===== src/rtl/syncfg_pkg.sv =====
package syncfg_pkg;
    localparam int unsigned T_W = 2;
    localparam int unsigned N_W = 3;
    localparam int unsigned M_W = 9;
    localparam int unsigned WORD_W = T_W + N_W + M_W + 1;

    localparam logic [M_W-1:0] M_DEFAULT = 9'd192;
    localparam logic [N_W-1:0] N_DEFAULT = 3'b001;
    localparam logic [M_W-1:0] M_LOCK_MIN = 9'd120;
    localparam logic [M_W-1:0] M_LOCK_MAX = 9'd240;

    typedef struct packed {
        logic [T_W-1:0] tsel;
        logic [N_W-1:0] ndiv;
        logic [M_W-1:0] mdiv;
        logic           ssc;
    } cfg_t;

    localparam cfg_t CFG_RESET = '{tsel: '0, ndiv: N_DEFAULT, mdiv: M_DEFAULT, ssc: 1'b0};
endpackage


===== src/rtl/syncfg_shift.sv =====
module syncfg_shift #(
    parameter int unsigned WORD_W = 15
) (
    input  logic              clk,
    input  logic              rst_n,
    input  logic              ser_bit,
    input  logic              freeze,
    output logic [WORD_W-1:0] sr_q,
    output logic [WORD_W-1:0] sr_next
);
    logic [WORD_W-1:0] sr_d;

    always_comb begin
        sr_next = {sr_q[WORD_W-2:0], ser_bit};
        sr_d    = freeze ? sr_q : sr_next;
    end

    always_ff @(posedge clk or negedge rst_n) begin
        if (!rst_n) sr_q <= '0;
        else        sr_q <= sr_d;
    end

    assert_shift_msb_first_R1: assert property (@(posedge clk) disable iff (!rst_n)
        !freeze |=> sr_q == {$past(sr_q[WORD_W-2:0]), $past(ser_bit)});

    assert_no_shift_on_capture_R2: assert property (@(posedge clk) disable iff (!rst_n)
        freeze |=> $stable(sr_q));
endmodule


===== src/rtl/syncfg_hold.sv =====
module syncfg_hold
    import syncfg_pkg::*;
(
    input  logic              clk,
    input  logic              rst_n,
    input  logic              load_in,
    input  logic [WORD_W-1:0] sr_q,
    input  logic [WORD_W-1:0] sr_next,
    output logic              capture,
    output cfg_t              cfg_q
);
    typedef struct packed {
        logic load;
        cfg_t cfg;
    } hold_t;

    hold_t st_d, st_q;

    always_comb begin
        st_d      = st_q;
        st_d.load = load_in;
        capture   = load_in && !st_q.load;
        if (capture)      st_d.cfg = cfg_t'(sr_q);
        else if (load_in) st_d.cfg = cfg_t'(sr_next);
    end

    always_ff @(posedge clk or negedge rst_n) begin
        if (!rst_n) st_q <= '{load: 1'b0, cfg: CFG_RESET};
        else        st_q <= st_d;
    end

    assign cfg_q = st_q.cfg;

    assert_capture_word_R2: assert property (@(posedge clk) disable iff (!rst_n)
        (load_in && !st_q.load) |=> cfg_q == cfg_t'($past(sr_q)));

    assert_transparent_R3: assert property (@(posedge clk) disable iff (!rst_n)
        (load_in && st_q.load) |=> cfg_q == cfg_t'({$past(sr_q[WORD_W-2:0]), $past(sr_next[0])}));

    assert_hold_while_low_R4: assert property (@(posedge clk) disable iff (!rst_n)
        !load_in |=> $stable(cfg_q));
endmodule


===== src/rtl/syncfg_testmux.sv =====
module syncfg_testmux #(
    parameter int unsigned SEL_W = 2
) (
    input  logic [SEL_W-1:0]      sel,
    input  logic [(1<<SEL_W)-1:0] src,
    output logic                  y
);
    localparam int unsigned NSRC = 1 << SEL_W;
    logic [NSRC-1:0] hit;

    for (genvar i = 0; i < NSRC; i++) begin : g_src
        assign hit[i] = (sel == SEL_W'(i)) && src[i];
    end

    assign y = |hit;
endmodule


===== src/rtl/serial_synth_cfg.sv =====
module serial_synth_cfg
    import syncfg_pkg::*;
(
    input  logic           rst_n,
    input  logic           s_clock,
    input  logic           s_data,
    input  logic           s_load,
    input  logic           fb_div_in,
    input  logic           fout_in,
    output logic [M_W-1:0] m_div,
    output logic [N_W-1:0] n_div,
    output logic [T_W-1:0] t_sel,
    output logic           ssc_en,
    output logic           m_valid,
    output logic           test_out
);
    logic [WORD_W-1:0] sr_q, sr_next;
    logic              capture;
    cfg_t              cfg;

    syncfg_shift #(.WORD_W(WORD_W)) u_shift (
        .clk(s_clock), .rst_n(rst_n), .ser_bit(s_data), .freeze(capture),
        .sr_q(sr_q), .sr_next(sr_next)
    );

    syncfg_hold u_hold (
        .clk(s_clock), .rst_n(rst_n), .load_in(s_load), .sr_q(sr_q),
        .sr_next(sr_next), .capture(capture), .cfg_q(cfg)
    );

    syncfg_testmux #(.SEL_W(T_W)) u_mux (
        .sel(cfg.tsel), .src({fout_in, fb_div_in, s_data, 1'b0}), .y(test_out)
    );

    assign m_div   = cfg.mdiv;
    assign n_div   = cfg.ndiv;
    assign t_sel   = cfg.tsel;
    assign ssc_en  = cfg.ssc;
    assign m_valid = (cfg.mdiv >= M_LOCK_MIN) && (cfg.mdiv <= M_LOCK_MAX);

    assert_test_low_R6: assert property (@(posedge s_clock) disable iff (!rst_n)
        (t_sel == 2'b00) |-> !test_out);

    assert_valid_bounds_R7: assert property (@(posedge s_clock) disable iff (!rst_n)
        (m_div < M_LOCK_MIN) |-> !m_valid);
endmodule


===== config.mk =====
export PLATFORM = sky130hd
export DESIGN_NAME = serial_synth_cfg
export DESIGN_NICKNAME = d
export VERILOG_FILES = /design/src/rtl/syncfg_pkg.sv /design/src/rtl/syncfg_shift.sv /design/src/rtl/syncfg_hold.sv /design/src/rtl/syncfg_testmux.sv /design/src/rtl/serial_synth_cfg.sv
export SDC_FILE = /design/constraint.sdc
export NUM_CORES = 1
export LEC_CHECK = 0
export BUFFER_PORTS_ARGS = -buffer_cell sky130_fd_sc_hd__buf_2
export CAP_MARGIN = 20
export CORE_ASPECT_RATIO = 1.5
export CORE_MARGIN = 2
export CORE_UTILIZATION = 25
export DETAILED_ROUTE_END_ITERATION = 10
export GPL_TIMING_DRIVEN = 0
export PLACE_DENSITY_LB_ADDON = 0.1
export SETUP_SLACK_MARGIN = 0.15
export SYNTH_ARGS = -nofsm -noshare
export SYNTH_HDL_FRONTEND = slang
export SYNTH_SLANG_ARGS = --single-unit

===== constraint.sdc =====
create_clock -name s_clock -period 1.4 [get_ports s_clock]
set_clock_uncertainty 0.15 [all_clocks]
set_input_delay 0.14 -clock s_clock [delete_from_list [all_inputs] [get_ports s_clock]]
set_output_delay 0.14 -clock s_clock [all_outputs]
set_load 0.005 [all_outputs]

After elaboration in Yosys (flattened, before gate mapping)
Cells that the tools add are included.
W data, S select, Z words.
- bits of input ports: 6
- logic and storage cells: 21
- memory bits (writable): 0
- flip-flop bits (word level): 31
- bits in latches: 0
- output and inout port bits: 17
- memories: 0
- memory bits (read-only): 0
- multipliers: 0
- divide/modulo/power cells: 0
- $lt $le $gt $ge: 2
- add/sub/neg operators: 0
- mux-type cells: 2
- shift operators: 0
- bitwise operators: 0
- equal/unequal tests: 3
- reduce and logical (&&, ||, !) cells: 8
- operators by type and width (operator ; number):
    $mux W15 ; 2
    $ge A9 B7 Y1 const B ; 1
    $le A9 B8 Y1 const B ; 1
    $logic_and A1 B1 Y1 ; 5
    $eq A2 B2 Y1 const B ; 2
    $reduce_or A3 Y1 ; 1
    $eq A2 B1 Y1 const B ; 1
    $reduce_bool A2 Y1 ; 1
    $logic_not A1 Y1 ; 1

Depth between registers and ports, before layout
- word-level depth: 3
- mapped depth: 5
- mapped depth without buffers: 3

Hierarchy
From an unflattened synthesis, not the netlist that was laid out.
- cells, all modules: 136
- area, all modules: 1632.8 um^2
- modules (own cells, without submodules) (module ; cells each ; times used ; area an instance (um^2) ; sequential area each (um^2)):
    syncfg_hold ; 82 ; 1 ; 850.8 ; 404.1
    syncfg_shift ; 47 ; 1 ; 725.7 ; 375.4
    serial_synth_cfg ; 6 ; 1 ; 33.8 ; 0.0
    syncfg_testmux ; 1 ; 1 ; 22.5 ; 0.0

Least setup slack after synthesis
No wires, ideal clock.
- kind: register to output
- start: register u_hold.st_q, in the netlist u_hold.cfg_q[7]
- end: output port m_valid
- arrival: 1.182 ns
- required time: 1.110 ns
- path buffers: 0
- slack: -0.072 ns
- cell stages (with the launch flop): 4
- path through: dfstp_2 nand3_1 or3b_2 a21oi_1
- longest elaborated chain between the ends: 2
- elaborated cells on any way between the ends: 3
- classes of those cells: 2 x order compare; 1 x reduce/logical
- RTL lines (item ; RTL line ; source):
    from (decl) ; syncfg_hold.sv:17 ; hold_t st_d, st_q;
    from (signal assigned) ; syncfg_hold.sv:28 ; if (!rst_n) st_q <= '{load: 1'b0, cfg: CFG_RESET};
    from (signal assigned) ; syncfg_hold.sv:29 ; else st_q <= st_d;
    $ge A9 B7 Y1 or $le A9 B8 Y1 (tied branches) ; serial_synth_cfg.sv:39 ; assign m_valid = (cfg.mdiv >= M_LOCK_MIN) && (cfg.mdiv <= M_LOCK_MAX);
    $logic_and A1 B1 Y1 (*) ; serial_synth_cfg.sv:39 ;
    to (decl) ; serial_synth_cfg.sv:14 ; output logic m_valid,
Mark *: on every way between the ends. The rest lies on a longest branch, timed or not.

Final worst setup path
Ends and elaborated chain as after synthesis.

==> metrics.md <==
| Metric | Value |
|---|---|
| WS Path Type | reg -> out |
| Tcrit/Tclk final | 1.250 |
| Buffers & Inverters on Critical Path | 1 |
| Share of layout cells above drive strength 1 | 0.5260 |
| Area Growth Syn to Fin | 45.90% |
| Worst Hold Class | in -> reg |
| Yosys reg bits | 31 |
| Final design utilization | 0.3774 |
| Global-route wire length before repair | about 5400 um |
| Worst slew pin tran | approximately 730 ps |
| Required @ worst endpoint | 1110 ps |
| Drt drc | 0 |
| Die width | about 67 um |
| Worst-path clk slew | 60 ps |
| Vias per cell | about 4.3 |
| Syn Area/Cell | around 12 um^2 |
| GP Congestion | approximately 0.7 |
| Design area | ~2200 um^2 |
| Max-Cap Viols | 0 |
| RSZ-0062 raised after global routing | true |
| Die H | approximately 99 um |
| Ys async rst share | 1.000 |
| Post-synth top area cell | dfrtp_1 |
| Hpwl dp | 2097 um |
| TritonCTS clock tree | yes |
| Clock buffer count from CTS | 5 |
| TNS Setup | -828.4 ps |
| Final setup vio count | 15 |
| Placed insts | 216 |
| Min-delay src | s_data |
| Grt total ovfl | 0 |
| R2r startpoint | u_hold.st_q[15] |
| Syn_nets | roughly 130 |
| Slew Limit Fails | 0 |
| Pwr Density | 1526 nW/um^2 |
| Die Area | about 6600 um^2 |
| Core ar. | a little under 6000 um^2 |
| Hold_ws | between 40 and 50 ps |
| Slowest CP cell | dfstp_2 |
| Yosys warning count | 0 |
| Final net count | 178 |
| Initial DRC Count | 10 |
| Pin count of the biggest net entering global routing | 32 |
| Total track usage | 0.1113 |
| Crit path largest cell delay | ~540 ps |
| Setup crit start | u_hold.cfg_q[7] |
| Maximum root-to-sink buffer count | 2 |
| Starting Density | 0.2587 |
| Post-DP Area | 1703 um^2 |
| Synth cell types | 17 |
| Sequential area share after synthesis | 0.5209 |
| Port bufs | 22 |
| Top cell type's share of synthesized area | 0.4682 |
| Row count | 34 |
| Ranking of synthesized cells by area | dfrtp_1 (47%), mux2_4 (10%), mux2i_1 (10%), buf_4 (7.5%), a21oi_1 (5.4%) |
| Minimum clock period | approximately 1700 ps |
| Antenna Cells | 0 |
| Lkg Pwr | about 1.0 nW |
| Outcome | finished with violations |
| Failing checks | negative setup slack |
| R2r setup slk | -30 ps |
| Skew-Pair Late Insertion Delay | ~280 ps |
| CP max FO | 2 |
| Final Hold Vio Count | 0 |
| Drt wl/cell | ~14 um |
| Final WS setup | -349.5 ps |
| Post-Syn Area | ~1500 um^2 |
| Pre-antenna DRT Iters | 3 |
| Critical Path AT | ~1500 ps |
| Crit-path cells | nand3_2 -> or3b_4 -> a21oi_2 -> buf_2 |
| Via count | between 1,000 and 1,500 |
| Io pins | 23 |
| Clock root cell | clkbuf_8 |
| Main synth FF type | dfrtp_1 |
| Worst setup SP type | register |
| Vias in the first global route | roughly 1,100 |
| Antenna-violating nets left | 0 |
| Initial antenna violation count | 0 |
| H-tree levels | 2 |
| WL final | between 3000 and 4000 um |
| Cell count after synthesis | around 120 |
| CTS sink cnt | 31 |
| Max IR drop VDD | 0.7187 mV |
| Max-slew headroom | 0.5139 |
| Final std cells w/o fill | 245 |
| Top delay family on crit path | flip-flops |
| FMAX | around 570 MHz |
| Worst setup EP type | output pin |
| Number of synthesized flops with an enable pin | 0 |
[power breakdown]
group	switching (mW)	total (mW)	internal, mW
clock network	0.327	0.776	0.448
registers	0.254	1.41	1.16
logic	0.348	1.14	0.794
total	0.929	3.33	2.40
[logic make-up (layout without fill, tap and decap cells)]
logic type | Yosys count | count (layout) | synth area share
AO/OA/AOI/OAI | 18 | 18 | 0.06020
buffers and inverters | 21 | 72 | 0.1079
flip-flops | 31 | 31 | 0.5209
multiplexers | 31 | 31 | 0.2458
AND/OR/NAND/NOR | 21 | 21 | 0.06521
[synth_stat cells (2+ instances only)]
library cell   n
o21ai_0        2
a21oi_1       16
mux2_4        10
nand2_1        2
mux2_2         6
nor2_1        15
mux2i_1       15
buf_6          2
buf_4         15
clkbuf_1       3
dfrtp_1       28
dfstp_2        3
[worst paths after layout]
kind / endpoint / depth (start not counted)
hold / removal: u_hold.cfg_q[0] / 3
max in group asynchronous: u_hold.cfg_q[9] / 2
min in group asynchronous: u_shift.sr_q[3] / 2
hold reg to reg: u_shift.sr_q[14] / 1
setup reg to reg: u_shift.sr_q[8] / 5
setup / recovery: m_valid / 4
[stage by stage]
stage	total power, mW	setup slack, ps
6_report	3.333	-349.5
2_1_floorplan	1.921	-35.57
3_3_place_gp	2.184	-90.38
5_1_grt	3.556	-427.6
3_5_place_dp	2.207	-96.48
4_1_cts	3.188	-374.1
[registers in the layout, summed over array words and instances, names as in the netlist]
name          flops
u_hold.cfg_q     15
u_shift.sr_q     15
u_hold.st_q       1
[metal layers]
| metal | track usage | share of wire | wire length (um) | vias up |
|---|---|---|---|---|
| li1 | - | - | - | 505 |
| met1 | 0.1367 | 0.43 | 1482 | 511 |
| met2 | 0.1843 | 0.53 | 1807 | 24 |
| met3 | 0.02397 | 0.033 | 112 | 2 |
| met4 | 0.04710 | 0.0084 | 29 | 0 |
| met5 | 0 | 0 | 0 | - |
[layout by cell type, fill, tap and decap left out]
| master | n |
|---|---|
| mux2_2 | 5 |
| nand2_2 | 1 |
| nand2b_4 | 1 |
| buf_6 | 26 |
| mux2_4 | 11 |
| buf_4 | 14 |
| o21ai_0 | 1 |
| buf_2 | 12 |
| dfrtp_1 | 28 |
| or3b_4 | 1 |
| clkbuf_8 | 7 |
| dfstp_2 | 3 |
| clkbuf_1 | 4 |
| mux2i_4 | 1 |
| buf_8 | 2 |
| nand3_2 | 1 |
| nor2_1 | 15 |
| a21oi_2 | 2 |
| buf_12 | 2 |
| mux2i_1 | 14 |
| o21ai_1 | 1 |
| dlygate4sd3_1 | 3 |
| nor4_1 | 1 |
| nand2_1 | 1 |
| buf_16 | 2 |
| a21oi_1 | 14 |
[final cells by class]
class                      instances  area, um^2
fill                             593        3602
buffer                            21       209.0
clock buffer                       8       100.1
multi-input combinational         70       589.3
timing repair buffer              43       415.4
sequential                        31       779.5
tap                               72       90.09
[tightest hold or removal path, stage by stage]
cell,delay (ps)
buf_2,100
mux2i_1,60
a21oi_1,120
[what timing repair did]
action	4_1_cts	5_1_grt
hold buffers	3	0
buffers inserted	7	9
pin swaps	11	5
setup endpoints to repair	33	44
resized for setup	26	18
hold endpoints to repair	30	0
cloned	2	0
Power figures use the tool's default switching activity.
